File: src/rtl/lvl_irq_pkg.sv
package lvl_irq_pkg;
  // Byte offsets of the register window
  localparam int OFS_STATUS  = 'h00;
  localparam int OFS_MASK    = 'h04;
  localparam int OFS_DISABLE = 'h08;
  localparam int OFS_ENABLE  = 'h0C;
  localparam int OFS_PENDING = 'h10;

  typedef enum logic [2:0] {
    SEL_STATUS,
    SEL_MASK,
    SEL_PENDING,
    SEL_ZERO
  } rd_sel_e;
endpackage

File: src/rtl/lvl_irq_sync.sv
module lvl_irq_sync #(
  parameter int WIDTH  = 32,
  parameter int STAGES = 2
) (
  input  logic             clk,
  input  logic             rst,
  input  logic [WIDTH-1:0] d,
  output logic [WIDTH-1:0] q
);
  logic [WIDTH-1:0] stg [STAGES];

  always_ff @(posedge clk) begin
    if (rst) stg[0] <= '0;
    else     stg[0] <= d;
  end

  for (genvar s = 1; s < STAGES; s++) begin : g_stage
    always_ff @(posedge clk) begin
      if (rst) stg[s] <= '0;
      else     stg[s] <= stg[s-1];
    end
  end

  assign q = stg[STAGES-1];
endmodule

File: src/rtl/lvl_irq_mask.sv
module lvl_irq_mask #(
  parameter int WIDTH = 32
) (
  input  logic             clk,
  input  logic             rst,
  input  logic             set_we,
  input  logic             clr_we,
  input  logic [WIDTH-1:0] wdata,
  output logic [WIDTH-1:0] mask
);
  always_ff @(posedge clk) begin
    if (rst)         mask <= '1;
    else if (set_we) mask <= mask | wdata;
    else if (clr_we) mask <= mask & ~wdata;
  end
endmodule

File: src/rtl/lvl_irq_prio.sv
module lvl_irq_prio #(
  parameter int WIDTH = 32,
  localparam int IDX_W = (WIDTH > 1) ? $clog2(WIDTH) : 1
) (
  input  logic [WIDTH-1:0] req,
  output logic [IDX_W-1:0] idx,
  output logic             vld
);
  always_comb begin
    idx = '0;
    vld = 1'b0;
    for (int i = 0; i < WIDTH; i++) begin
      if (req[i]) begin
        idx = IDX_W'(i);
        vld = 1'b1;
      end
    end
  end
endmodule

File: src/rtl/lvl_irq_ctrl.sv
module lvl_irq_ctrl
  import lvl_irq_pkg::*;
#(
  parameter int NUM_SRC     = 32,
  parameter int ADDR_W      = 5,
  parameter int SYNC_STAGES = 2,
  localparam int IDX_W = (NUM_SRC > 1) ? $clog2(NUM_SRC) : 1
) (
  input  logic               clk,
  input  logic               rst,
  input  logic [ADDR_W-1:0]  bus_addr,
  input  logic               bus_we,
  input  logic [NUM_SRC-1:0] bus_wdata,
  output logic [NUM_SRC-1:0] bus_rdata,
  input  logic [NUM_SRC-1:0] irq_lines,
  output logic               cpu_irq,
  output logic [IDX_W-1:0]   top_idx,
  output logic               top_vld
);
  logic [NUM_SRC-1:0] sync_q;
  logic [NUM_SRC-1:0] status_q;
  logic [NUM_SRC-1:0] mask_q;
  logic [NUM_SRC-1:0] pending;
  logic               hit_set;
  logic               hit_clr;
  rd_sel_e            rd_sel;

  lvl_irq_sync #(.WIDTH(NUM_SRC), .STAGES(SYNC_STAGES)) u_sync (
    .clk(clk), .rst(rst), .d(irq_lines), .q(sync_q)
  );

  always_ff @(posedge clk) begin
    if (rst) status_q <= '0;
    else     status_q <= sync_q;
  end

  assign hit_set = bus_we && (bus_addr == ADDR_W'(OFS_DISABLE));
  assign hit_clr = bus_we && (bus_addr == ADDR_W'(OFS_ENABLE));

  lvl_irq_mask #(.WIDTH(NUM_SRC)) u_mask (
    .clk(clk), .rst(rst), .set_we(hit_set), .clr_we(hit_clr),
    .wdata(bus_wdata), .mask(mask_q)
  );

  assign pending = status_q & ~mask_q;

  lvl_irq_prio #(.WIDTH(NUM_SRC)) u_prio (
    .req(pending), .idx(top_idx), .vld(top_vld)
  );

  always_ff @(posedge clk) begin
    if (rst) cpu_irq <= 1'b0;
    else     cpu_irq <= |pending;
  end

  always_comb begin
    if (bus_addr == ADDR_W'(OFS_STATUS))       rd_sel = SEL_STATUS;
    else if (bus_addr == ADDR_W'(OFS_MASK))    rd_sel = SEL_MASK;
    else if (bus_addr == ADDR_W'(OFS_PENDING)) rd_sel = SEL_PENDING;
    else                                       rd_sel = SEL_ZERO;
  end

  always_ff @(posedge clk) begin
    if (rst) bus_rdata <= '0;
    else begin
      case (rd_sel)
        SEL_STATUS:  bus_rdata <= status_q;
        SEL_MASK:    bus_rdata <= mask_q;
        SEL_PENDING: bus_rdata <= pending;
        default:     bus_rdata <= '0;
      endcase
    end
  end
endmodule

File: config.mk
export PLATFORM = sky130hd
export DESIGN_NAME = lvl_irq_ctrl
export DESIGN_NICKNAME = d
export VERILOG_FILES = /design/src/rtl/lvl_irq_pkg.sv /design/src/rtl/lvl_irq_sync.sv /design/src/rtl/lvl_irq_mask.sv /design/src/rtl/lvl_irq_prio.sv /design/src/rtl/lvl_irq_ctrl.sv
export SDC_FILE = /design/constraint.sdc
export NUM_CORES = 1
export LEC_CHECK = 0
export BUFFER_PORTS_ARGS = -buffer_cell sky130_fd_sc_hd__buf_4
export CORE_UTILIZATION = 39
export CTS_CLUSTER_DIAMETER = 80
export DETAILED_ROUTE_END_ITERATION = 12
export PLACE_DENSITY_LB_ADDON = 0.12
export SLEW_MARGIN = 10
export SYNTH_ARGS = -nofsm -noshare
export SYNTH_HDL_FRONTEND = slang
export SYNTH_HIERARCHICAL = 1
export SYNTH_SLANG_ARGS = --single-unit
File: constraint.sdc
create_clock -name clk -period 2.6 [get_ports clk]
set_input_delay 0.78 -clock clk [delete_from_list [all_inputs] [get_ports clk]]
set_output_delay 0.78 -clock clk [all_outputs]
set_load 0.02 [all_outputs]
==> impl.org <==
** Outcome
- Result of the run :: complete, but fails checks
- Failing checks :: setup timing

** Clock tree
- Post-CTS Hold Buffers :: 0
- For the worst-skew pair, the clock arrives at the later sink with an insertion delay of 0.43 ns.
- TritonCTS clock tree :: built
- Counting the buffers created by CTS gives 17.
- CTS saw 161 sinks.
- H-tree level count :: 4
- Clock-pin transition on the worst setup and hold timing paths :: 0.06 ns
- Clock root buffer :: sky130_fd_sc_hd__clkbuf_16
- Counting along the longest clock path gives a buffer depth of 2.

** Global routing
- First-pass GRT wire length :: 21700 um
- Sum of overflow across all layers after global routing :: 0
- Entering global routing, the biggest net connects between 90 and 100 pins.
- The initial antenna violation count is 0.
- Global routing usage summed across all routing layers :: 18.0%
- The via count of the first global-routing pass was 4138.

** Timing
- Crit path time final :: roughly 3 ns
- Worst clock skew :: 0.00854 ns
- Fmax :: 0.339 GHz
- In the post-route analysis, the smallest setup slack over all paths is -0.354 ns.
- Measured against its own limit, the worst slew margin works out to 63.3%.
- The final max-slew violation count is 0.
- Setup violations remaining at the end of the flow were counted as 6.
- Setup repair after global routing could not meet its margin everywhere.
- Final worst-path cycle share :: 114%
- The number of hold-slack violations in the final timing report is 0.
- For the pin with the worst max-slew slack, the measured transition is 0.550 ns.

** Synthesis
- In the synthesized netlist the async set-or-reset flop fraction comes to 0%.
- Number of storage elements in the synthesis netlist :: 161
- Number of flops mapped to enable cells by yosys :: 0
- Netlist cell types :: 41
- The cell area that synthesis handed to floorplanning was 5940 sq um.
- A synthesized cell averages 11.3 sq um.
- For this run, the leading register cell type out of synthesis is sky130_fd_sc_hd__dfxtp_1.
- Nets in the synthesized netlist :: 599
- Counting every instance in the synthesized netlist gives 527.
- For this run, the number of Yosys warnings is 6.
- Of the synthesized area, sequential elements account for 54.2%.

** Power and ir drop
- Net Switching :: 0.00115 W
- The worst-case IR drop observed on VDD is 0.000440 V.
- The clock network is responsible for 47.2% of the overall power.
- Part of the power in registers :: a little under half
- Internal power :: 0.00426 W
- Of the total power, combinational logic draws 5.6%.
- Power per unit of standard cell area :: 688 nW/um^2
- Switching Fraction :: 21.3%
- In this run the static leakage power is between 3 and 4 nW.

** Placement
- Instance area at placement :: 7020 sq um
- Estimated wirelength of the detail-placed design :: 9300 um
- OpenSTA, run right after detailed placement, puts the worst setup slack at -0.101 ns.
- After detailed placement, the design holds a cell count of 823.
- Routability-driven placement finished with a final weighted congestion of 0.869.
- During placement, the flow inserted port buffers numbering 110.

** Finish
- Final Net Count :: 738
- In the final layout, the share of cells above drive strength 1 is 43.4%.
- Cells fill 53.6% of the core in the end.
- Design Area, Final :: about 8000 sq um
- The area growth from synthesis to layout is 32.5%.
- Most common cell after layout, fill and taps aside :: sky130_fd_sc_hd__dfxtp_1
- 0 antenna diodes ended up in the layout.
- Final instance count without filler cells :: 863
- The top cell types in the final layout, fill and taps aside, are 149 x sky130_fd_sc_hd__dfxtp_1, 139 x sky130_fd_sc_hd__buf_4, 66 x sky130_fd_sc_hd__nor2b_2.

** Drt
- Pre-antenna DRT Iters :: 6
- In the final routed layout, each cell accounts on average for 15.5 um.
- After detailed routing, the met2 layer carries 6000 um of wire.
- Highest Signal Layer :: met4
- In the final routing, the length of wire on met1 measures 6470 um.
- Detail-routed via count per cell :: about 4.8
- ANT nets after route :: 0
- For this run, design rule violations remaining after detail routing come to 0.
- Vias :: 4171
- The first routing iteration left 238 violations.
- Post-Route WL :: ~13000 um
- The routed design uses 634 um of met3 wire.

** Floorplan
- Starting density of the core :: 40.4%
- The die covers 15700 sq um.
- Num rows :: 44
- The total area inside the core boundary comes to roughly 15000 sq um.
- Vert. Die Dim :: 125 um
- I/O pin cnt :: 111
- The floorplan step set the die width to about 130 um.

** Job
- Max-cap viol count :: 0

** Setup path
- The critical path ends at top_idx[0].
- Critical register-to-register path endpoint :: cpu_irq
- Counting cells, the worst reg-to-reg path comes to 6.
- The critical path is of the flip-flop to output pin type.
- Type of element capturing the critical path :: output pin
- CP Data Arrival Time :: 2.17 ns
- Across all register-to-register paths, the minimum setup slack is 1.19 ns.
- Category of the worst setup path launch point :: flip-flop
- In this run the worst path has a maximum fanout of 3.
- Data on the critical path is required at its endpoint by 1.82 ns.

** Worst hold path
- The tightest min-delay check is of the flip-flop to flip-flop type.
==> cells by family (layout without fill, tap and decap cells) <==
family / Yosys count / in the layout / share of synthesized area [%]
compound gates: 85 / 85 / 12.4
buf+inv: 37 / 189 / 4.36
flops: 161 / 161 / 54.2
mux: 32 / 32 / 5.39
simple gates: 212 / 212 / 23.6
==> worst min path at each step <==
stage               cells past startpoint  slack, ns              start                 to
floorplan                               1       0.41   u_sync/stg[1][0]        status_q[0]
global placement                        1       0.42  u_sync/stg[0][21]  u_sync/stg[1][21]
detailed placement                      1       0.42  u_sync/stg[0][14]  u_sync/stg[1][14]
CTS                                     1       0.44  u_sync/stg[0][14]  u_sync/stg[1][14]
global route                            1       0.44  u_sync/stg[0][24]  u_sync/stg[1][24]
finish                                  1       0.44  u_sync/stg[0][23]  u_sync/stg[1][23]
==> metrics by stage <==
| stage | setup TNS [ns] | power [W] | hold WS [ns] |
|---|---|---|---|
| final | -1.42 | 0.00542 | 0.438 |
| after global routing | -1.77 | 0.00562 | 0.444 |
| after CTS | -1.54 | 0.00546 | 0.437 |
| after detailed placement | -0.147 | 0.00291 | 0.421 |
| after global placement | -0.110 | 0.00291 | 0.423 |
| after floorplan | 0 | 0.00278 | 0.414 |
==> repair_timing <==
action | 4_1_cts | 5_1_grt
resized for setup | 34 | 20
pin swaps | 12 | 12
setup buffers | 7 | 1
endpoints found under the setup margin | 6 | 6
==> cell usage after synthesis, drive strengths merged (2+ instances only) <==
| cell type | n | area (sq um) |
|---|---|---|
| nand3 | 2 | 15.0 |
| nand2 | 36 | 138 |
| a21oi | 6 | 30.0 |
| nor2 | 18 | 70.1 |
| nor2b | 126 | 938 |
| nand4 | 2 | 12.5 |
| a211oi | 32 | 275 |
| nor3 | 5 | 25.0 |
| a221o | 34 | 340 |
| clkbuf | 12 | 45.0 |
| and2b | 2 | 15.0 |
| nor4 | 14 | 138 |
| inv | 7 | 26.3 |
| dfxtp | 161 | 3220 |
| or4 | 3 | 22.5 |
| a21boi | 2 | 15.0 |
| mux2i | 32 | 320 |
| o21ai | 4 | 20.0 |
| buf | 18 | 188 |
==> power by group through the flow <==
stage                     clock (W)  combinational, W  sequential (W)
after global routing        0.00273          0.000329         0.00256
final                       0.00256          0.000303         0.00256
after detailed placement          0          0.000301         0.00261
after global placement            0          0.000299         0.00261
after CTS                   0.00260          0.000306         0.00256
after floorplan                   0          0.000171         0.00261
==> area by class of cell <==
cell class                 count  area (sq um)
tap                          184           230
sequential                   161          3240
inverter                       7          26.3
multi-input combinational    329          2590
timing repair buffer         150          1180
clock inverter                12           155
clock buffer                  20           457
fill                        1314          6830
==> per-layer routing <==
metal	up-vias	global-route usage (%)
met5	-	0
met4	0	8.03
met3	19	4.96
met2	106	26.6
met1	1927	24.3
li1	2119	-
==> critical path, stage by stage (launching register included) <==
cell and delay [ns]:
sky130_fd_sc_hd__dfxtp_2 0.32, sky130_fd_sc_hd__and2b_2 0.22, sky130_fd_sc_hd__or3_1 0.32, sky130_fd_sc_hd__a221o_1 0.29, sky130_fd_sc_hd__a21oi_2 0.15, sky130_fd_sc_hd__o221ai_2 0.11
sky130_fd_sc_hd__a21oi_2 0.20, sky130_fd_sc_hd__buf_6 0.14
(Power assumes the default switching activity.)
